File: src/rtl/dq_mask_suspend_pkg.sv
package dq_mask_suspend_pkg;

   typedef enum logic {
      CLK_HELD = 1'b0,
      CLK_RUN  = 1'b1
   } clk_state_e;

   localparam int unsigned MAX_LATENCY = 8;

   function automatic logic is_running(input clk_state_e s);
      return s == CLK_RUN;
   endfunction

endpackage

File: src/rtl/dq_suspend_ctl.sv
module dq_suspend_ctl
   import dq_mask_suspend_pkg::*;
#(
   parameter int unsigned CSL = 1
) (
   input  logic clk,
   input  logic rst_n,
   input  logic cke,
   output logic run
);

   clk_state_e state;

   generate
      if (CSL == 0) begin : g_direct
         assign state = cke ? CLK_RUN : CLK_HELD;
      end else if (CSL == 1) begin : g_one
         clk_state_e st_q;
         always_ff @(posedge clk or negedge rst_n) begin
            if (!rst_n) st_q <= CLK_RUN;
            else        st_q <= cke ? CLK_RUN : CLK_HELD;
         end
         assign state = st_q;
      end else begin : g_chain
         logic [CSL-1:0] sr_q;
         always_ff @(posedge clk or negedge rst_n) begin
            if (!rst_n) sr_q <= '1;
            else        sr_q <= {sr_q[CSL-2:0], cke};
         end
         assign state = sr_q[CSL-1] ? CLK_RUN : CLK_HELD;
      end
   endgenerate

   assign run = is_running(state);

endmodule

File: src/rtl/dq_mask_delay.sv
module dq_mask_delay #(
   parameter int unsigned LAT = 2
) (
   input  logic clk,
   input  logic rst_n,
   input  logic run,
   input  logic mask_in,
   output logic mask_late
);

   generate
      if (LAT == 0) begin : g_none
         assign mask_late = mask_in;
      end else if (LAT == 1) begin : g_one
         logic m_q;
         always_ff @(posedge clk or negedge rst_n) begin
            if (!rst_n)   m_q <= 1'b0;
            else if (run) m_q <= mask_in;
         end
         assign mask_late = m_q;
      end else begin : g_chain
         logic [LAT-1:0] m_q;
         always_ff @(posedge clk or negedge rst_n) begin
            if (!rst_n)   m_q <= '0;
            else if (run) m_q <= {m_q[LAT-2:0], mask_in};
         end
         assign mask_late = m_q[LAT-1];
      end
   endgenerate

endmodule

File: src/rtl/dq_read_stage.sv
module dq_read_stage #(
   parameter int unsigned DATA_W = 4
) (
   input  logic              clk,
   input  logic              rst_n,
   input  logic              run,
   input  logic              blank,
   input  logic              rd_valid,
   input  logic [DATA_W-1:0] rd_data,
   output logic              oe,
   output logic [DATA_W-1:0] dout
);

   always_ff @(posedge clk or negedge rst_n) begin
      if (!rst_n) begin
         oe   <= 1'b0;
         dout <= '0;
      end else if (run) begin
         oe <= rd_valid & ~blank;
         if (rd_valid) dout <= rd_data;
      end
   end

endmodule

File: src/rtl/dq_write_gate.sv
module dq_write_gate #(
   parameter int unsigned DATA_W = 4
) (
   input  logic              run,
   input  logic              mask,
   input  logic              wr_en,
   input  logic [DATA_W-1:0] wr_data,
   output logic              we,
   output logic [DATA_W-1:0] wdata
);

   always_comb begin
      we    = run & wr_en & ~mask;
      wdata = wr_data;
   end

endmodule

File: src/rtl/dq_mask_suspend.sv
module dq_mask_suspend
   import dq_mask_suspend_pkg::*;
#(
   parameter int unsigned DATA_W      = 4,
   parameter int unsigned RD_MASK_LAT = 2,
   parameter int unsigned SUSPEND_LAT = 1
) (
   input  logic              clk,
   input  logic              rst_n,
   input  logic              cke,
   input  logic              dqm,
   input  logic              rd_valid,
   input  logic [DATA_W-1:0] rd_data,
   input  logic              wr_en,
   input  logic [DATA_W-1:0] wr_data,
   output logic              dq_oe,
   output logic [DATA_W-1:0] dq_out,
   output logic              arr_we,
   output logic [DATA_W-1:0] arr_wdata
);

   // parameter legality
   generate
      if (DATA_W < 1) begin : g_bad_width
         $error("dq_mask_suspend: DATA_W must be at least 1");
      end
      if (RD_MASK_LAT > MAX_LATENCY) begin : g_bad_rd_lat
         $error("dq_mask_suspend: RD_MASK_LAT exceeds MAX_LATENCY");
      end
      if (SUSPEND_LAT > MAX_LATENCY) begin : g_bad_susp_lat
         $error("dq_mask_suspend: SUSPEND_LAT exceeds MAX_LATENCY");
      end
   endgenerate

   logic run;        // internal clock running this cycle
   logic blank_rd;   // delayed read mask

   dq_suspend_ctl #(.CSL(SUSPEND_LAT)) u_susp (
      .clk   (clk),
      .rst_n (rst_n),
      .cke   (cke),
      .run   (run)
   );

   dq_mask_delay #(.LAT(RD_MASK_LAT)) u_mask (
      .clk       (clk),
      .rst_n     (rst_n),
      .run       (run),
      .mask_in   (dqm),
      .mask_late (blank_rd)
   );

   dq_read_stage #(.DATA_W(DATA_W)) u_rd (
      .clk      (clk),
      .rst_n    (rst_n),
      .run      (run),
      .blank    (blank_rd),
      .rd_valid (rd_valid),
      .rd_data  (rd_data),
      .oe       (dq_oe),
      .dout     (dq_out)
   );

   dq_write_gate #(.DATA_W(DATA_W)) u_wr (
      .run     (run),
      .mask    (dqm),
      .wr_en   (wr_en),
      .wr_data (wr_data),
      .we      (arr_we),
      .wdata   (arr_wdata)
   );

endmodule

File: config.mk
export PLATFORM = sky130hd
export DESIGN_NAME = dq_mask_suspend
export DESIGN_NICKNAME = d
export VERILOG_FILES = /design/src/rtl/dq_mask_suspend_pkg.sv /design/src/rtl/dq_suspend_ctl.sv /design/src/rtl/dq_mask_delay.sv /design/src/rtl/dq_read_stage.sv /design/src/rtl/dq_write_gate.sv /design/src/rtl/dq_mask_suspend.sv
export SDC_FILE = /design/constraint.sdc
export NUM_CORES = 1
export LEC_CHECK = 0
export BUFFER_PORTS_ARGS = -buffer_cell sky130_fd_sc_hd__buf_4
export CAP_MARGIN = 25
export CORE_AREA = 2 2 39 41
export CTS_CLUSTER_DIAMETER = 40
export DETAILED_ROUTE_END_ITERATION = 8
export DIE_AREA = 0 0 41 43
export PLACE_DENSITY_LB_ADDON = 0.25
export SKIP_CTS_REPAIR_TIMING = 1
export SYNTH_ARGS = -nofsm -noshare
export SYNTH_HDL_FRONTEND = slang
export SYNTH_SLANG_ARGS = --single-unit
File: constraint.sdc
create_clock -name clk -period 2.35 [get_ports clk]
set_input_delay 0.47 -clock clk [delete_from_list [all_inputs] [get_ports clk]]
set_output_delay 0.47 -clock clk [all_outputs]
set_load 0.02 [all_outputs]
==> results.toml <==
[grt]
grt_start_max_net_pins = 9
grt_first_pass_wirelength_mm = 1.02
grt_remaining_overflow = 0
initial_antenna_violation_count = 0
vias_in_the_first_global_route = 249
globalRouteTotalUtil_pct = 9.20

[clock_network]
tritoncts_clock_tree = "built"
worst_skew_pair.late_latency_ns = 0.25
tritoncts_num_sinks = 8
ctsHtreeMaxLevel = 1
max-clock-path-buffers = 2
clock_tree.root_cell = "sky130_fd_sc_hd__clkbuf_4"
clkSlewWorstSetupHoldPaths_ns = 0.06
cts-buffers-inserted = 3

[sta]
timing.fmax_mhz = 622
layout_worst_path_cycle_share_pct = 68.4
finalHoldViolCount = 0
setup_ws_ns = 0.743
slew-limit-headroom_pct = 91.7
timing.clock.skew_ns = 0.00624
fin_crit_ns = 1.61
max_slew_violations = 0
setup_viol = 0
finalHoldWorstSlack_ns = 0.0233
worst_pin_slew_ns = 0.123
grt_setup_unrepaired = "no"
totalNegativeSetupSlack_ns = 0

[synth]
syn_nets = 38
synthesized_area_sq_um = 349
post_synth_inst_count = 24
yosysWarningCount = 0
postSynthRegisterBits = 8
synth.yosys.seq_area_share_pct = 57.7
syn_avg_cell_area_sq_um = 14.5
yosysUniqueCellTypes = 11

[flow_run]
max_cap_violations = 0

[placement]
gp_congestion = 0.715
pre_cts_setup_slack_ns = 1.00
placed_cells = 51
numPortBuffers = 15

[power_and_ir_drop]
sequentialPowerShare_pct = 46.7
power_frac_comb_pct = 22.3
cellInternalPower_mw = 0.267
vdd.ir_drop.worst_mv = 0.236
clock_power_share_pct = 31.1
cellPowerDensity_nw_per_um2 = 750
netSwitchingPower_mw = 0.0916
power_switching_share_pct = 25.6
leakage_nw = 0.243

[worst_setup_path]
startpoint_type_of_the_worst_setup_path = "register"
maximum_fanout_along_the_worst_path = 6
worst_ep_required_time_ns = 1.88
worstSetupPathType = "register to output pin"
worstSetupEndpointType = "output pin"
worst_ep_arrival_time_ns = 1.14

[layout]
final_util_pct = 34.5
final_cell_count_no_fill = 55
multi_input_area_sq_um = 114
total_of_fill_cells_in_the_finished_design = 142
final_layout_size_suffix_gt1_share_pct = 66.7
layout_commonest_cell = "sky130_fd_sc_hd__buf_4"
antenna_cells = 0
flow.area_growth_from_synthesis_pct = 36.9
highest_count_cells_in_the_layout_ignoring_fill_and_taps = "15 x sky130_fd_sc_hd__buf_4, 7 x sky130_fd_sc_hd__dfrtp_1, 4 x sky130_fd_sc_hd__mux2_4, 3 x sky130_fd_sc_hd__clkbuf_4, 2 x sky130_fd_sc_hd__mux2_2"
final-seq-area_sq_um = 201
nets = 54

[floorplan]
rows = 14
floorplan.die.width_microns = 41
placeable_core_region_sq_um = 1380
floorplan.initialDensity_pct = 25.2
io_pins = 24
die_area_sq_um = 1760
floorplan.die.height_microns = 43

[drt]
routed-via-count = 224
drt-total-wl_microns = 648
drt_drc_violations_left = 0
dr.first_iter.drc_count = 2
post_drt_via_cell_ratio = 4.07
drt_first_pass_iters = 4
detail-route-antenna-nets = 0
average_wire_per_standard_cell_microns = 11.8

[outcome]
result_of_the_run = "completed"

[worst_hold_path]
timing.hold.worst.class = "input pin to async pin"
==> kinds of logic (layout without fill, tap and decap cells) <==
kind of cell / after synthesis / after routing / synth area share (%)
buffers and inverters: 5 / 20 / 9.68
AO/OA/AOI/OAI: 1 / 1 / 1.43
flip-flops: 8 / 8 / 57.7
AND/OR/NAND/NOR: 4 / 4 / 7.53
multiplexers: 6 / 6 / 23.7
==> area by class of cell <==
cell class | count | area share [%]
flip-flops and latches | 8 | 42.1
multi-input cells | 11 | 23.8
repair buffers | 15 | 23.6
clock buffers | 4 | 5.50
well taps | 16 | 4.19
inverters | 1 | 0.785
==> state kept, by name, indices dropped and copies added, names as in the netlist <==
signal / flops
u_susp.run: 1
u_rd.dout: 4
u_mask.g_chain.m_q: 2
u_rd.oe: 1
==> final timing paths <==
| check | slack [ns] | endpoint | startpoint | depth (start not counted) |
|---|---|---|---|---|
| setup reg to reg | 1.25 | u_rd.dout[0] | u_susp.run | 2 |
| max in group asynchronous | 2.11 | u_susp.run | rst_n | 1 |
| hold / removal | 0.02 | u_rd.dout[3] | rst_n | 1 |
| setup / recovery | 0.74 | arr_we | u_susp.run | 3 |
| hold reg to reg | 0.51 | u_mask.g_chain.m_q[1] | u_mask.g_chain.m_q[1] | 1 |
| min in group clk | 0.33 | u_susp.run | cke | 1 |
==> per-layer routing <==
layer	up-vias	track usage, %	share of wire, %
met5	-	0	0
met4	0	4.00	0
met3	0	6.28	3.5
met2	2	14.4	55
met1	116	8.88	41
li1	106	-	-
==> stage by stage <==
stage	power (mW)	instance area, sq um
global placement	0.247	452
detailed placement	0.250	452
CTS	0.364	478
floorplan	0.219	349
finish	0.358	478
global route	0.379	478
==> power groups by stage <==
| stage | combinational (mW) | clock [mW] | sequential, mW |
|---|---|---|---|
| 6_report | 0.0798 | 0.111 | 0.167 |
| 5_1_grt | 0.0841 | 0.126 | 0.169 |
| 3_3_place_gp | 0.0796 | 0 | 0.168 |
| 2_1_floorplan | 0.0361 | 0 | 0.183 |
| 4_1_cts | 0.0807 | 0.116 | 0.167 |
| 3_5_place_dp | 0.0805 | 0 | 0.170 |
==> synth_stat cells, drive strengths merged <==
cell	count	area, sq um
buf	4	30.0
dfrtp	7	175
dfstp	1	26.3
inv	1	3.75
mux2	6	82.6
nand2	2	15.0
nand3b	1	7.51
nor2	1	3.75
o21ai	1	5.00
==> critical path: stages, from the launching register on <==
cell                      delay [ns]
sky130_fd_sc_hd__dfstp_2        0.59
sky130_fd_sc_hd__nand2_1        0.07
sky130_fd_sc_hd__nor2_1         0.09
sky130_fd_sc_hd__buf_4          0.14
Note: power is estimated with default switching activity, not from simulation.
